File: config.mk
export PLATFORM = sky130hd
export DESIGN_NAME = ccomp_timer
export DESIGN_NICKNAME = d
export VERILOG_FILES = /design/src/rtl/ccomp_pkg.sv /design/src/rtl/ccomp_clk_pick.sv /design/src/rtl/ccomp_timebase.sv /design/src/rtl/ccomp_postscale.sv /design/src/rtl/ccomp_timer.sv
export SDC_FILE = /design/constraint.sdc
export NUM_CORES = 1
export LEC_CHECK = 0
export ABC_AREA = 1
export CORE_AREA = 2 2 175 177
export CTS_BUF_LIST = sky130_fd_sc_hd__clkbuf_8
export DETAILED_ROUTE_END_ITERATION = 6
export DIE_AREA = 0 0 177 179
export SETUP_SLACK_MARGIN = 0.5
export SYNTH_ARGS = -nofsm -noshare
export SYNTH_HDL_FRONTEND = slang
export SYNTH_HIERARCHICAL = 1
export SYNTH_SLANG_ARGS = --single-unit
File: constraint.sdc
create_clock -name clk -period 2.9 [get_ports clk]
set_clock_uncertainty 0.2 [all_clocks]
set_input_delay 0.435 -clock clk [delete_from_list [all_inputs] [get_ports clk]]
set_output_delay 0.435 -clock clk [all_outputs]
set_load 0.02 [all_outputs]
File: src/rtl/ccomp_pkg.sv
`timescale 1ns/1ps
package ccomp_pkg;

    localparam int HALF_W     = 16;
    localparam int PS_W       = 4;
    localparam int ADDR_W     = 3;
    localparam int N_TICK_SRC = 5;

    typedef enum logic [2:0] {
        CS_CORE   = 3'b000,
        CS_RSV_A  = 3'b001,
        CS_SLOW   = 3'b010,
        CS_LOWPWR = 3'b011,
        CS_RSV_B  = 3'b100,
        CS_CELL   = 3'b101,
        CS_EXT_A  = 3'b110,
        CS_EXT_B  = 3'b111
    } clk_sel_e;

    typedef enum logic [ADDR_W-1:0] {
        RA_CTRL   = 3'd0,
        RA_PER_L  = 3'd1,
        RA_PER_H  = 3'd2,
        RA_CMP_L  = 3'd3,
        RA_CMP_H  = 3'd4,
        RA_CNT_L  = 3'd5,
        RA_CNT_H  = 3'd6,
        RA_STROBE = 3'd7
    } reg_addr_e;

    // control word, LSB first: en, wide, csel, one_shot, sync_out, evt_sel, post, irq_on_cmp
    typedef struct packed {
        logic            irq_on_cmp;
        logic [PS_W-1:0] post;
        logic            evt_sel;
        logic            sync_out;
        logic            one_shot;
        clk_sel_e        csel;
        logic            wide;
        logic            en;
    } ctrl_t;

    localparam int CTRL_W = $bits(ctrl_t);

    // rise vector order: slow osc, low-power, logic cell, ext A, ext B
    function automatic logic pick_tick(clk_sel_e s, logic [N_TICK_SRC-1:0] rise);
        case (s)
            CS_CORE:   return 1'b1;
            CS_SLOW:   return rise[0];
            CS_LOWPWR: return rise[1];
            CS_CELL:   return rise[2];
            CS_EXT_A:  return rise[3];
            CS_EXT_B:  return rise[4];
            default:   return 1'b0;
        endcase
    endfunction

    function automatic logic is_reserved(clk_sel_e s);
        return (s == CS_RSV_A) || (s == CS_RSV_B);
    endfunction

endpackage

File: src/rtl/ccomp_clk_pick.sv
`timescale 1ns/1ps
module ccomp_clk_pick
    import ccomp_pkg::*;
#(
    parameter int N_SRC = N_TICK_SRC
) (
    input  logic             clk,
    input  logic             rst,
    input  logic [N_SRC-1:0] src_in,
    input  clk_sel_e         csel,
    output logic             tick
);

    logic [N_SRC-1:0] prev_q;
    logic [N_SRC-1:0] rise;

    genvar g;
    generate
        for (g = 0; g < N_SRC; g++) begin : g_edge
            always_ff @(posedge clk) begin
                if (rst) prev_q[g] <= 1'b0;
                else     prev_q[g] <= src_in[g];
            end
            assign rise[g] = src_in[g] & ~prev_q[g];
        end
    endgenerate

    always_comb tick = pick_tick(csel, rise);

endmodule

File: src/rtl/ccomp_timebase.sv
`timescale 1ns/1ps
module ccomp_timebase #(
    parameter int HW = 16
) (
    input  logic            clk,
    input  logic            rst,
    input  logic            clr,
    input  logic            run,
    input  logic            wide,
    input  logic            ld_lo,
    input  logic            ld_hi,
    input  logic [HW-1:0]   ld_val,
    input  logic [2*HW-1:0] per,
    output logic [2*HW-1:0] cnt,
    output logic            per_hit
);

    localparam int CW = 2 * HW;

    logic [CW-1:0] cnt_q;
    logic          match;
    logic          busy;
    logic [CW-1:0] step;

    always_comb begin
        match = wide ? (cnt_q == per) : (cnt_q[HW-1:0] == per[HW-1:0]);
        busy  = clr | ld_lo | ld_hi;
        step  = wide ? (cnt_q + CW'(1)) : {{HW{1'b0}}, cnt_q[HW-1:0] + HW'(1)};
    end

    always_ff @(posedge clk) begin
        if (rst || clr) begin
            cnt_q <= '0;
        end else if (ld_lo || ld_hi) begin
            if (ld_lo) cnt_q[HW-1:0]  <= ld_val;
            if (ld_hi) cnt_q[CW-1:HW] <= ld_val;
        end else if (run) begin
            cnt_q <= match ? '0 : step;
        end
    end

    assign cnt     = cnt_q;
    assign per_hit = run & match & ~busy;

    // between matches a wide count only ever steps by one, even across FFFFh
    a_r2_wide_step: assert property (@(posedge clk) disable iff (rst)
        (!busy && run && wide && cnt_q != per) |=> cnt_q == $past(cnt_q) + CW'(1));

    // a narrow match sends the count back to zero
    a_r1_narrow_wrap: assert property (@(posedge clk) disable iff (rst)
        (!busy && run && !wide && cnt_q[HW-1:0] == per[HW-1:0]) |=> cnt_q == '0);

endmodule

File: src/rtl/ccomp_postscale.sv
`timescale 1ns/1ps
module ccomp_postscale #(
    parameter int PW = 4
) (
    input  logic          clk,
    input  logic          rst,
    input  logic          clr,
    input  logic          evt,
    input  logic [PW-1:0] div,
    output logic          pulse
);

    logic [PW-1:0] cnt_q;
    logic          pulse_q;

    always_ff @(posedge clk) begin
        if (rst || clr) begin
            cnt_q   <= '0;
            pulse_q <= 1'b0;
        end else begin
            pulse_q <= 1'b0;
            if (evt) begin
                if (cnt_q >= div) begin
                    cnt_q   <= '0;
                    pulse_q <= 1'b1;
                end else begin
                    cnt_q <= cnt_q + PW'(1);
                end
            end
        end
    end

    assign pulse = pulse_q;

    // with a divide above one, two interrupts are never back to back
    a_r7_no_repeat: assert property (@(posedge clk) disable iff (rst)
        (!clr && div != '0 && pulse_q) |=> !pulse_q);

endmodule

File: src/rtl/ccomp_timer.sv
`timescale 1ns/1ps
module ccomp_timer
    import ccomp_pkg::*;
#(
    parameter int HALF_W_P = HALF_W,
    parameter int PS_W_P   = PS_W
) (
    input  logic                clk,
    input  logic                rst,
    input  logic                wr_en,
    input  logic [ADDR_W-1:0]   wr_addr,
    input  logic [HALF_W_P-1:0] wr_data,
    input  logic                slow_osc_in,
    input  logic                lowpwr_in,
    input  logic                logic_cell_in,
    input  logic                ext_a_in,
    input  logic                ext_b_in,
    output logic                cmp_out,
    output logic                irq_pulse,
    output logic                trig_pulse
);

    localparam int CW = 2 * HALF_W_P;

    ctrl_t         ctrl_q;
    logic [CW-1:0] per_q;
    logic [CW-1:0] cmp_q;
    logic          armed_q, fired_q, pend_q, out_q, trig_q;

    reg_addr_e     addr;
    logic          trig_set, trig_clr;
    logic          ld_lo, ld_hi;
    logic          tick, run, tb_clr;
    logic [CW-1:0] cnt;
    logic          per_evt, cmp_match, cmp_evt, ps_evt;

    // register write port
    always_comb begin
        addr     = reg_addr_e'(wr_addr);
        trig_set = wr_en && addr == RA_STROBE && wr_data[0] && ctrl_q.one_shot;
        trig_clr = wr_en && addr == RA_STROBE && wr_data[1] && ctrl_q.one_shot;
        ld_lo    = wr_en && addr == RA_CNT_L;
        ld_hi    = wr_en && addr == RA_CNT_H && ctrl_q.wide;
    end

    always_ff @(posedge clk) begin
        if (rst) begin
            ctrl_q <= '0;
            per_q  <= '0;
            cmp_q  <= '0;
        end else if (wr_en) begin
            case (addr)
                RA_CTRL:  ctrl_q <= ctrl_t'(wr_data[CTRL_W-1:0]);
                RA_PER_L: per_q[HALF_W_P-1:0]  <= wr_data;
                RA_PER_H: per_q[CW-1:HALF_W_P] <= wr_data;
                RA_CMP_L: cmp_q[HALF_W_P-1:0]  <= wr_data;
                RA_CMP_H: cmp_q[CW-1:HALF_W_P] <= wr_data;
                default: ;
            endcase
        end
    end

    // count enable selection
    ccomp_clk_pick #(.N_SRC(N_TICK_SRC)) u_pick (
        .clk    (clk),
        .rst    (rst),
        .src_in ({ext_b_in, ext_a_in, logic_cell_in, lowpwr_in, slow_osc_in}),
        .csel   (ctrl_q.csel),
        .tick   (tick)
    );

    always_comb begin
        run    = ctrl_q.en & tick & (ctrl_q.one_shot ? armed_q : 1'b1);
        tb_clr = ~ctrl_q.en | trig_set | trig_clr;
    end

    ccomp_timebase #(.HW(HALF_W_P)) u_tb (
        .clk     (clk),
        .rst     (rst),
        .clr     (tb_clr),
        .run     (run),
        .wide    (ctrl_q.wide),
        .ld_lo   (ld_lo),
        .ld_hi   (ld_hi),
        .ld_val  (wr_data),
        .per     (per_q),
        .cnt     (cnt),
        .per_hit (per_evt)
    );

    // compare stage
    always_comb begin
        cmp_match = ctrl_q.wide ? (cnt == cmp_q)
                                : (cnt[HALF_W_P-1:0] == cmp_q[HALF_W_P-1:0]);
        cmp_evt   = run & cmp_match & ~tb_clr & ~ld_lo & ~ld_hi
                    & ~(ctrl_q.one_shot & fired_q);
        ps_evt    = ctrl_q.irq_on_cmp ? cmp_evt : per_evt;
    end

    // one-shot arming
    always_ff @(posedge clk) begin
        if (rst || !ctrl_q.en) begin
            armed_q <= 1'b0;
            fired_q <= 1'b0;
        end else begin
            if (trig_clr)       armed_q <= 1'b0;
            else if (trig_set)  armed_q <= 1'b1;
            else if (per_evt)   armed_q <= 1'b0;

            if (trig_set || trig_clr) fired_q <= 1'b0;
            else if (cmp_evt)         fired_q <= 1'b1;
        end
    end

    // output pin, direct or held to the next rollover
    always_ff @(posedge clk) begin
        if (rst || !ctrl_q.en) begin
            out_q  <= 1'b0;
            pend_q <= 1'b0;
        end else if (ctrl_q.sync_out) begin
            if (per_evt) begin
                if (pend_q || cmp_evt) out_q <= ~out_q;
                pend_q <= 1'b0;
            end else if (trig_clr) begin
                pend_q <= 1'b0;
            end else if (cmp_evt) begin
                pend_q <= 1'b1;
            end
        end else begin
            pend_q <= 1'b0;
            if (cmp_evt) out_q <= ~out_q;
        end
    end

    // trigger output
    always_ff @(posedge clk) begin
        if (rst) trig_q <= 1'b0;
        else     trig_q <= ctrl_q.en & (ctrl_q.evt_sel ? cmp_evt : per_evt);
    end

    ccomp_postscale #(.PW(PS_W_P)) u_ps (
        .clk   (clk),
        .rst   (rst),
        .clr   (~ctrl_q.en),
        .evt   (ps_evt),
        .div   (ctrl_q.post),
        .pulse (irq_pulse)
    );

    assign cmp_out    = out_q;
    assign trig_pulse = trig_q;

    // a disabled block holds count at zero, pin low, interrupt quiet
    a_r9_off_quiet: assert property (@(posedge clk) disable iff (rst)
        !ctrl_q.en |=> (cnt == '0 && !cmp_out && !irq_pulse));

    // special event trigger follows every compare event
    a_r6_evt_each_match: assert property (@(posedge clk) disable iff (rst)
        (ctrl_q.en && ctrl_q.evt_sel && cmp_evt) |=> trig_pulse);

    // a fired one-shot leaves the pin alone until software acts
    a_r3_fired_holds: assert property (@(posedge clk) disable iff (rst)
        (ctrl_q.en && ctrl_q.one_shot && fired_q && !ctrl_q.sync_out && !wr_en)
        |=> $stable(cmp_out));

    // a synchronised pin moves only on a rollover cycle
    a_r5_sync_aligned: assert property (@(posedge clk) disable iff (rst)
        (ctrl_q.en && ctrl_q.sync_out && !per_evt && !wr_en) |=> $stable(cmp_out));

    // reserved select codes never advance the count
    a_r8_reserved_frozen: assert property (@(posedge clk) disable iff (rst)
        (ctrl_q.en && is_reserved(ctrl_q.csel) && !wr_en) |=> $stable(cnt));

endmodule

# Word-level counts from Yosys, hierarchy flattened
# Cells that the tools add are included.
[classes] magnitude_cmp=1 bitwise=34 muxes=20 eq_ne=20 reduce_logical=32 add_sub_neg=3
[op_table] cell="32-bit 2-to-1 mux" count=4
[op_table] cell="32-bit == test" count=2
[op_table] cell="32-bit by 1-bit adder with 32-bit output (second input constant)" count=1
[op_table] cell="16-bit == test" count=2
[op_table] cell="16-bit 2-to-1 mux" count=2
[op_table] cell="3-bit == test (second input constant)" count=7
[op_table] cell="16-bit by 1-bit adder with 16-bit output (second input constant)" count=1
[op_table] cell="1-bit bitwise AND" count=16
[op_table] cell="1-bit inverter" count=14
[op_table] cell="2-bit AND reduction" count=7
[op_table] cell="3-bit by 2-bit == test with 1-bit output (second input constant)" count=4
[op_table] cell="1-bit 2-to-1 mux" count=12
[op_table] cell="1-bit logical AND" count=8
[op_table] cell="3-bit logical NOT" count=2
[op_table] cell="1-bit logical OR" count=6
[op_table] cell="1-bit one-hot mux with 6 select lines" count=1
[op_table] cell="2-bit nonzero test" count=3
[op_table] cell="2-bit OR reduction" count=3
[op_table] cell="4-bit by 1-bit adder with 4-bit output (second input constant)" count=1
[op_table] cell="4-bit >= comparator" count=1
[op_table] cell="4-bit 2-to-1 mux" count=1
[op_table] cell="2-bit by 1-bit inequality test with 1-bit output (second input constant)" count=2
[op_table] cell="2-bit inequality test (second input constant)" count=2
[op_table] cell="1-bit bitwise OR" count=4
[op_table] cell="other kinds (4)" count=4
[totals] output_inout_bits=3 wordCells=136 inputBits=27 register_bits=124

# Longest topological paths before layout
# Gate-level depths: netlist of the first run.
[depth] depth_word=15 ltp_mapped=19 depth_no_buf=17

# Modules after synthesis
# The synthesis of the first run kept the hierarchy.
[by_module_without_submodules] module="ccomp_timer" instances=1 area_each_um2=3612.2 seq_area_each_um2=1641.6 cells_each=544
[by_module_without_submodules] module="ccomp_timebase" instances=1 area_each_um2=3149.3 seq_area_each_um2=640.6 cells_each=591
[by_module_without_submodules] module="ccomp_postscale" instances=1 area_each_um2=352.8 seq_area_each_um2=100.1 cells_each=46
[by_module_without_submodules] module="ccomp_clk_pick" instances=1 area_each_um2=251.5 seq_area_each_um2=100.1 cells_each=43

# Worst setup path after synthesis of the first run
# OpenSTA, ideal clock, no wires.
[synth_path] kind="register to register" start="register u_tb.cnt_q[3] (netlist: u_tb/cnt[3])" end="register u_ps.cnt_q[3]" synth_period_minus_slack_ps=2279 setup_ps=123 stages_incl_launch_ff=18 t_arrival_ps=1956 setup_slack_ps=621 path_cell_list="dfxtp_1 > buf_2 > xnor2_1 > nand3_1 > nor2_1 > nand2_1 > nor2_1 > nand2_4 > buf_6 > nor3_2 > nor2_1 > a21oi_1 > buf_6 > nand2_4 > nor2_1 > nand2_1 > nand3_1 > a21oi_1"
[synth_lines] element="start, declared" line="ccomp_timebase.sv:20" source="logic [CW-1:0] cnt_q;"
[synth_lines] element="start signal, assigned by index" line="ccomp_timebase.sv:35" source="if (ld_lo) cnt_q[HW-1:0] <= ld_val;"
[synth_lines] element="start signal, assigned by index" line="ccomp_timebase.sv:36" source="if (ld_hi) cnt_q[CW-1:HW] <= ld_val;"
[synth_lines] element="start signal, assigned" line="ccomp_timebase.sv:38" source="cnt_q <= match ? '0 : step;"
[synth_lines] element="32-bit == test / 16-bit == test (equally long branches)" line="ccomp_timebase.sv:26" source="match = wide ? (cnt_q == per) : (cnt_q[HW-1:0] == per[HW-1:0]);"
[synth_lines] element="1-bit 2-to-1 mux (*)" line="ccomp_timebase.sv:26"
[synth_lines] element="1-bit bitwise AND (*) (2 in series)" line="ccomp_timebase.sv:43" source="assign per_hit = run & match & ~busy;"
[synth_lines] element="named net per_evt" line="ccomp_timer.sv:35" source="logic per_evt, cmp_match, cmp_evt, ps_evt;"
[synth_lines] element="1-bit 2-to-1 mux (*)" line="ccomp_timer.sv:97" source="ps_evt = ctrl_q.irq_on_cmp ? cmp_evt : per_evt;"
[synth_lines] element="named net ps_evt" line="ccomp_timer.sv:35"
[synth_lines] element="end signal, assigned" line="ccomp_postscale.sv:27" source="cnt_q <= cnt_q + PW'(1);"
[synth_lines] element="end, declared" line="ccomp_postscale.sv:13" source="logic [PW-1:0] cnt_q;"
# Mark *: on every way through the listed nets, which the timed path passes. The rest lies on a longest branch.
# A chain may end at the register's enable or synchronous reset.

# Worst setup path in the final report of the first run
[layout_path] start="register u_tb.cnt_q[27] (netlist: u_tb/cnt[27])" end="register u_ps.cnt_q[3]"
[layout_lines] element="32-bit == test" line="ccomp_timebase.sv:26"
[layout_lines] element="1-bit 2-to-1 mux" line="ccomp_timebase.sv:26"
[layout_lines] element="1-bit bitwise AND (2 in series)" line="ccomp_timebase.sv:43"
[layout_lines] element="named net per_evt" line="ccomp_timer.sv:35"
[layout_lines] element="1-bit 2-to-1 mux" line="ccomp_timer.sv:97"
[layout_lines] element="named net ps_evt" line="ccomp_timer.sv:35"
# The timed path passes the listed nets, and every way through them passes these cells.

==> qor.txt, run 1 <==
Drt via density = 4.43
RSZ-0062 raised after global routing = yes
Layout cells sized above 1 = 12.4%
Iter 0 DRT Violations = 504
Top Ports = 30
Final Util = 29.4%
Post-Place Cells = 1,643
Initial Util = 24.5%
Syn Area/Cell = 6.02 um^2
Syn_nets = 1,257
Cell area power density = 452 nW/um^2
Max clock buf depth = 2
Root Driver = clkbuf_8
Worst-path clk slew = 80 ps
Rows = 64
Final instance area = 8830 um^2
Static leakage power = 3.62 nW
CP endpoint kind = flip-flop
Commonest non-fill, non-tap cell in the layout = nor2_1
Final net count = 1,307
Final RePlAce weighted congestion = 0.929
Status = finished, final reports clean
Critical path type = flip-flop to flip-flop
Slew @ Worst Pin = 789 ps
DR WL/cell = 13.4 um
DIE WIDTH = 177 um
Worst EP arrival = 2490 ps
TritonCTS clock tree = yes
Post-route insts no fill = 1,683
Synth warnings = 6
Setup TNS = 0 ps
Die Area = 31,700 um^2
Worst vdd ir = 0.341 mV
Final setup fails = 0
Hold_buf cts = 0
HPWL after DPL = 16,400 um
Min Hold Slack = 268 ps
Rel. slew slack = 47.3%
Initial antenna violation count = 0
Period utilization = 81.4%
Area grow syn2layout = 19.9%
Synth Cell Area = 7370 um^2
First-pass GRT wire length = 36,600 um
Port Buf Inserts = 29
Max cap viols = 0
Vias = 7,464
Max Transition Viols Final = 0
FILL cells = 3,336
Final WL = 22,600 um
Vias in the first global route = 6,857
Antenna cell count = 0
Placed cell areas = 8190 um^2
All-Layer GR Usage = 14.9%
R2R Setup Slk = 540 ps
Worst setup SP type = flip-flop
Gr ovfl total = 0
Netlist cell types = 34
CP Max Fanout = 8
Most frequent cells in the layout = nor2_1, nand2_1, inv_1, o21ai_0, dfxtp_1
Clk_lat worst skew = 450 ps
Fmax = 423 MHz
H-tree depth = 4
FF+latch count, synth = 124
Crit path time final = 2360 ps
Sequential share of the synthesized area = 33.7%
Worst EP required = 3030 ps
Total CTS buffers = 17
HP Class = flip-flop to flip-flop
Largest net degree at the start of global routing = 78
DRC viols = 0
Final hold vios = 0
Drt pass-1 iters = 6
Die height = 179 um
Core Region = 30,000 um^2
Post-DRT Antenna Nets = 0
Cells after Synth = 1,224
Number of clock sinks = 124
## Yosys cell counts
master    instances  area, um^2
dfxtp_1         124        2480
a211oi_1          1        7.51
nor3_1            7        35.0
inv_4             1        6.26
nand3_2           3        30.0
nand4_1           2        12.5
clkbuf_1         19        71.3
nand3b_1          2        15.0
o21a_1            1        7.51
inv_1           158         593
nor4_1            1        6.26
a21oi_2           3        26.3
nor3b_1           1        7.51
xor2_1            5        43.8
xnor2_1          19         166
nand2_2          15        93.8
nand3_1          29         145
o21ai_0         116         581
nor3_2            1        10.0
buf_2             9        45.0
nor2_4           11         124
nand2_1         290        1090
ha_1              6        75.1
o21bai_2          1        11.3
or2_2             1        6.26
nor2_1          297        1110
buf_6             4        45.0
nor2_2           13        81.3
o21ai_1           1        5.00
inv_2             7        26.3
nand2_4           2        22.5
or2_0             1        6.26
a21oi_1          72         360
clkbuf_8          1        13.8
## logic make-up (layout without fill, tap and decap cells)
kind of cell    count (synthesis)  count (layout)  synth area share, %
compound gates                195             195                 13.6
xor+xnor                       24              24                 2.85
fa+ha+maj                       6               6                 1.02
buf+inv                       199             262                 10.9
flops                         124             124                 33.7
simple gates                  676             676                 38.0
## worst paths after layout
check,start,to,depth (start not counted)
max reg2reg,u_tb/cnt[27],u_ps/cnt_q[3],18
max,u_tb/cnt[27],u_ps/cnt_q[3],18
min reg2reg,cmp_q[31],cmp_q[31],2
min,cmp_q[31],cmp_q[31],2
## area by class of cell
| type | count | area [um^2] | share of cell area (%) |
|---|---|---|---|
| clock buffers | 18 | 248 | 2.81 |
| clock inverters | 14 | 218 | 2.47 |
| inverters | 166 | 633 | 7.17 |
| multi-input cells | 901 | 4130 | 46.7 |
| flip-flops and latches | 124 | 2540 | 28.8 |
| well taps | 396 | 495 | 5.61 |
| repair buffers | 64 | 571 | 6.46 |
## registers in the layout, indices dropped and copies added (netlist names)
register	count
per_q	32
u_pick/prev_q	5
ctrl_q	13
u_ps/cnt_q	4
u_tb/cnt	32
cmp_q	32
u_ps/pulse	1
armed_q	1
pend_q	1
trig_pulse	1
fired_q	1
cmp_out	1
## routing by layer
metal / track usage (%) / vias to the layer above / routed length, um / share of wire (%)
met4: 4.58 / 0 / 425 / 1.9
met1: 19.6 / 3392 / 10700 / 47
met3: 3.07 / 25 / 1110 / 4.9
met5: 0 / - / 0 / 0
li1: - / 3874 / - / -
met2: 24.4 / 173 / 10400 / 46
## metrics by stage
stage / total power, W / setup slack, ps
after floorplan: 0.00206 / 621
after global placement: 0.00221 / 124
after detailed placement: 0.00222 / 100
after CTS: 0.00402 / 517
after global routing: 0.00416 / 435
final: 0.00399 / 539
## what timing repair did
action,CTS,global route
cloned,1,0
resized for setup,24,28
endpoints found under the hold margin,0,0
setup buffers,0,7
setup endpoints to repair,4,35
pin swaps,0,4
## report_power, final
group          total (W)  internal (W)  switching, W
logic           0.000422      0.000142      0.000280
clock network    0.00181       0.00105      0.000753
registers        0.00176       0.00173     0.0000287
total            0.00399       0.00293       0.00106
## critical path, cell delays in order, from the launching register on
cell     delay, ps
dfxtp_4        400
inv_1           80
nand2_1         70
nand2_1         50
nor2_1         100
nand2_1         90
nor2_2         160
nand2_2        100
nand2_2         80
nand2_4         60
nor3_4         200
nor2_2          50
a21oi_2        150
buf_6          150
nand2_4         50
nor2_1         100
nand2_1         60
nand3_2         70
a21oi_2         30
(Power assumes the default switching activity.)
==> run 2, diff against run 1 <==
==> constraint.sdc (replaced) <==
create_clock -name clk -period 2.4 [get_ports clk]
set_clock_uncertainty 0.2 [all_clocks]
set_input_delay 0.36 -clock clk [delete_from_list [all_inputs] [get_ports clk]]
set_output_delay 0.36 -clock clk [all_outputs]
set_load 0.02 [all_outputs]
==> run 2 against run 1 <==
Against the previous run: total power grew 20%; design area up 14%; setup slack lost 460 ps; core utilization up 4.2 points; wire length grew 11%; non-clock buffer count is 72 higher.
==> qor.txt, run 2 (synthesis results as in run 1) <==
Die height = 179 um
Iter 0 DRT Violations = 691
Rel. slew slack = 61.9%
HPWL after DPL = 17,500 um
Worst setup SP type = flip-flop
Min Hold Slack = 240 ps
TritonCTS clock tree = yes
Hold_buf cts = 0
WP buf/inv = 2
Layout cells sized above 1 = 26.0%
Clock power frac = 39.5%
All-Layer GR Usage = 15.0%
Sw power = 0.00145 W
Cell area power density = 477 nW/um^2
Initial antenna violation count = 0
HP Class = input pin to flip-flop
DR WL/cell = 14.3 um
Period utilization = 96.8%
R2R Path End = u_ps/cnt_q[3]
Final WL = 25,100 um
Hold_sp = slow_osc_in
RSZ-0062 raised after global routing = yes
Worst path max stage delay = 360 ps
Number of clock sinks = 124
Crit-path leading delay family = simple AND/OR/NAND/NOR gates
Worst path slowest cell = dfxtp_4
Max Transition Viols Final = 0
PnR worst setup slack = 76.4 ps
Worst vdd ir = 0.243 mV
Fmax = 430 MHz
Worst EP arrival = 2470 ps
Final Util = 33.6%
Antenna cell count = 0
R2R Setup Slk = 80 ps
Clk_lat worst skew = 460 ps
DIE WIDTH = 177 um
Crit path time final = 2320 ps
Combinational Power Share = 16.3%
Commonest non-fill, non-tap cell in the layout = nand2_1
Most frequent cells in the layout = nand2_1, nor2_1, inv_1, dfxtp_1, o21ai_0
Critical Path Sink = u_ps/cnt_q[3]
Worst EP required = 2540 ps
Largest net degree at the start of global routing = 78
Final RePlAce weighted congestion = 0.939
Switch share = 30.1%
Vias = 8,019
Initial Util = 24.5%
Internal = 0.00336 W
Gr ovfl total = 0
Dpl ws = -335 ps
FILL cells = 3,197
Top Ports = 30
Status = finished, final reports clean
Vias in the first global route = 7,093
Core Region = 30,000 um^2
CP endpoint kind = flip-flop
Final hold vios = 0
Drt via density = 4.57
CP cell instances = inv_2 > nand2_1 > nand2_1 > nor2_2 > nand2_1 > nor2_2 > nand2_2 > nand2_2 > nand2_4 > nor3_4 > nor2_1 > a21oi_2 > buf_6 > nand2_4 > nor2_2 > nand2_1 > nand3_1 > a21oi_1
Slew @ Worst Pin = 571 ps
H-tree depth = 4
Critical path type = flip-flop to flip-flop
DRC viols = 0
Static leakage power = 4.15 nW
First-pass GRT wire length = 37,000 um
Final net count = 1,380
FF-to-FF path depth = 18
Root Driver = clkbuf_8
Area grow syn2layout = 36.9%
Rows = 64
Reg2reg start = u_tb/cnt[28]
Worst Setup SP = u_tb/cnt[28]
Flop pwr share = 44.2%
Crit. path cell count = 18
Final setup fails = 0
Die Area = 31,700 um^2
Total CTS buffers = 17
Post-DRT Antenna Nets = 0
Drt pass-1 iters = 6
Port Buf Inserts = 29
Critical Path Most Common Cell = nand2_1
Max cap viols = 0
Worst-path clk slew = 80 ps
Max clock buf depth = 2
CP Max Fanout = 4
==> run 2: cell count changes in the layout (fill, tap and decap cells not counted), moves of 18 or more <==
| cell | before | now |
|---|---|---|
| buf_4 | 31 | 79 |
| nor2_1 | 292 | 257 |
| o21ai_0 | 116 | 86 |
| nor2_2 | 18 | 41 |
| nand2_1 | 288 | 266 |
| nand2_4 | 2 | 21 |
| a21oi_1 | 70 | 52 |
| a21oi_2 | 4 | 22 |
==> run 2: repair_timing <==
action / in CTS / in global routing
resized for setup: 107 / 150
pin swaps: 26 / 11
buffers inserted: 23 / 11
cloned: 1 / 5
endpoints found under the setup margin: 44 / 41
==> run 2: through the flow <==
| step | std cells | setup TNS [ps] | area, um^2 | power, W |
|---|---|---|---|---|
| after detailed placement | 1684 | -1270 | 8570 | 0.00272 |
| after CTS | 1740 | 0 | 9400 | 0.00465 |
| final | 1756 | 0 | 10100 | 0.00480 |
| after global placement | 1684 | -996 | 8570 | 0.00271 |
| after floorplan | 1224 | 0 | 7410 | 0.00250 |
| after global routing | 1756 | -12.7 | 10100 | 0.00498 |
==> run 2: area by class of cell <==
cell class                 instances  area, um^2  share of cell area, %
timing repair buffer             136        1330                   13.1
clock buffer                      18         248                   2.46
timing repair inverter             1        7.51                 0.0745
inverter                         166         639                   6.34
clock inverter                    14         145                   1.44
sequential                       124        2580                   25.6
multi-input combinational        901        4640                   46.0
tap                              396         495                   4.91
==> run 2: worst min-delay path: stages <==
cell and delay [ps]:
clkdlybuf4s50_1 410, inv_1 60, nor2_1 30
==> run 2: worst min path at each step <==
stage / endpoint / slack, ps / depth (start not counted)
finish: u_pick/prev_q[0] / 240 / 3
global route: u_pick/prev_q[0] / 240 / 3
CTS: u_pick/prev_q[0] / 210 / 3
detailed placement: pend_q / 250 / 2
global placement: pend_q / 250 / 2
floorplan: trig_pulse / 220 / 1
==> run 2: power by group through the flow <==
stage / registers [W] / logic [W] / clock network (W)
after floorplan: 0.00218 / 0.000318 / 0
after global placement: 0.00219 / 0.000524 / 0
after detailed placement: 0.00219 / 0.000530 / 0
after CTS: 0.00213 / 0.000572 / 0.00194
after global routing: 0.00213 / 0.000839 / 0.00201
final: 0.00212 / 0.000785 / 0.00190
==> run 2: layer usage <==
layer,GRT usage [%],up-vias,share of wire (%)
met3,3.27,60,7.0
met5,0,-,0
li1,-,4020,-
met2,24.0,294,44
met4,5.58,0,3.6
met1,19.8,3645,45
==> run 3, diff against run 2 <==
--- a/config.mk
+++ b/config.mk
@@ -6,10 +6,11 @@
 export NUM_CORES = 1
 export LEC_CHECK = 0
 export ABC_AREA = 1
-export CORE_AREA = 2 2 175 177
+export CORE_AREA = 2 2 209 149
 export CTS_BUF_LIST = sky130_fd_sc_hd__clkbuf_8
 export DETAILED_ROUTE_END_ITERATION = 6
-export DIE_AREA = 0 0 177 179
+export DIE_AREA = 0 0 211 151
+export PLACE_DENSITY = 0.38
 export SETUP_SLACK_MARGIN = 0.5
 export SYNTH_ARGS = -nofsm -noshare
 export SYNTH_HDL_FRONTEND = slang
==> run 3 against run 2 <==
Against the previous run: maximum frequency is 1.5% higher; wire length is 15% higher; register-to-register slack better by 30 ps; design area increased by 3.2%; core utilization is 1.4 points higher.
==> qor.txt, run 3 (synthesis results as in run 1) <==
Top Ports = 30
TritonCTS clock tree = yes
Critical path type = flip-flop to flip-flop
Clk_lat worst skew = 480 ps
Flop pwr share = 42.2%
Period utilization = 95.4%
HPWL after DPL = 21,200 um
Vias in the first global route = 7,040
Rel. slew slack = 52.6%
Final Util = 34.9%
First-pass GRT wire length = 42,600 um
Worst path max stage delay = 350 ps
Internal = 0.00360 W
Post-DRT Antenna Nets = 0
Cell area power density = 487 nW/um^2
Area grow syn2layout = 41.3%
Vias = 7,737
Initial Util = 24.7%
WP buf/inv = 1
Fmax = 437 MHz
Reg2reg start = u_tb/cnt[3]
Hold_sp = ext_b_in
HP Class = input pin to flip-flop
Worst EP required = 2560 ps
Antenna cell count = 0
DIE WIDTH = 211 um
Drt via density = 4.39
Status = finished, final reports clean
Max clock buf depth = 2
Iter 0 DRT Violations = 574
Final setup fails = 0
Drt pass-1 iters = 5
Slew @ Worst Pin = 710 ps
Final WL = 28,900 um
Worst-path clk slew = 80 ps
Layout cells sized above 1 = 29.1%
FF+latch area = 2570 um^2
Worst setup SP type = flip-flop
Crit path time final = 2290 ps
Clock power frac = 41.6%
Worst vdd ir = 0.272 mV
Final hold vios = 0
DRC viols = 0
Worst EP arrival = 2450 ps
Combinational Power Share = 16.2%
Commonest non-fill, non-tap cell in the layout = nor2_1
Most frequent cells in the layout = nor2_1, nand2_1, inv_1, o21ai_0, buf_4
Multi-input logic area = 4770 um^2
Rows = 53
Number of clock sinks = 124
Root Driver = clkbuf_8
Total CTS buffers = 17
Switch share = 28.9%
Final instance area = 10,400 um^2
H-tree depth = 4
Gr ovfl total = 0
CP cell instances = xnor2_1 > nand3_1 > nor2_1 > nand2_1 > nor2_4 > nand2_4 > nor3_4 > nor2_2 > a21oi_4 > buf_6 > nand2_4 > nor2_1 > nand2_1 > nand3_2 > a21oi_2
RSZ-0062 raised after global routing = yes
All-Layer GR Usage = 18.3%
CP Max Fanout = 6
Crit-path leading delay family = simple AND/OR/NAND/NOR gates
Worst Setup SP = u_tb/cnt[3]
FILL cells = 3,261
Sw power = 0.00146 W
Core Region = 29,800 um^2
Max Transition Viols Final = 0
Worst path slowest cell = dfxtp_2
Largest net degree at the start of global routing = 78
DR WL/cell = 16.4 um
CP endpoint kind = flip-flop
Initial antenna violation count = 1
Placed cell areas = 8800 um^2
Design Power = 0.00506 W
Port Buf Inserts = 29
Static leakage power = 4.32 nW
Final RePlAce weighted congestion = 0.828
Final net count = 1,396
Die Area = 31,900 um^2
Die height = 151 um
Max cap viols = 0
run 3: worst paths after layout:
kind | end | slack (ps) | cells after the start
max | u_ps/cnt_q[3] | 110 | 15
min | u_pick/prev_q[4] | 220 | 3
max reg2reg | u_ps/cnt_q[3] | 110 | 15
min reg2reg | cmp_q[18] | 270 | 2
run 3: per-layer routing:
| metal | GRT usage, % | share of wire [%] |
|---|---|---|
| met1 | 30.0 | 58 |
| met2 | 23.0 | 36 |
| met3 | 3.19 | 4.1 |
| met4 | 5.85 | 1.7 |
| met5 | 0 | 0 |
run 3: layout make-up:
class / instances / share of cell area [%]
clock buffers: 19 / 2.51
well taps: 385 / 4.63
multi-input cells: 901 / 45.8
flip-flops and latches: 124 / 24.7
clock inverters: 13 / 1.65
inverters: 166 / 6.06
repair buffers: 153 / 14.7
run 3: through the flow:
stage                     TNS [ps]  hold WS, ps  setup WS (ps)  instances
after floorplan                  0          220            216       1224
after global placement       -2360          254           -379       1701
after detailed placement     -2860          252           -413       1701
after CTS                        0          183            157       1752
after global routing         -43.7          216          -34.0       1761
final                            0          225            111       1761
run 3: repair_timing:
action	in CTS	in global routing
hold buffers	0	0
setup buffers	17	5
pin swaps	38	25
cloned	2	4
resized for setup	129	152
endpoints found under the hold margin	0	0
endpoints found under the setup margin	44	42
run 3: worst register-to-register path: cells and delay by family (launching register included):
| kind | cells | cell delay [ps] |
|---|---|---|
| AO/OA/AOI/OAI | 2 | 180 |
| AND/OR/NAND/NOR | 11 | 1050 |
| buffers and inverters | 1 | 150 |
| XOR/XNOR | 1 | 230 |
| flip-flops | 1 | 350 |
run 3: power groups by stage:
stage	clock (W)	combinational [W]	sequential, W
3_3_place_gp	0	0.000576	0.00219
6_report	0.00211	0.000822	0.00214
5_1_grt	0.00226	0.000882	0.00214
3_5_place_dp	0	0.000572	0.00219
2_1_floorplan	0	0.000318	0.00218
4_1_cts	0.00218	0.000640	0.00214
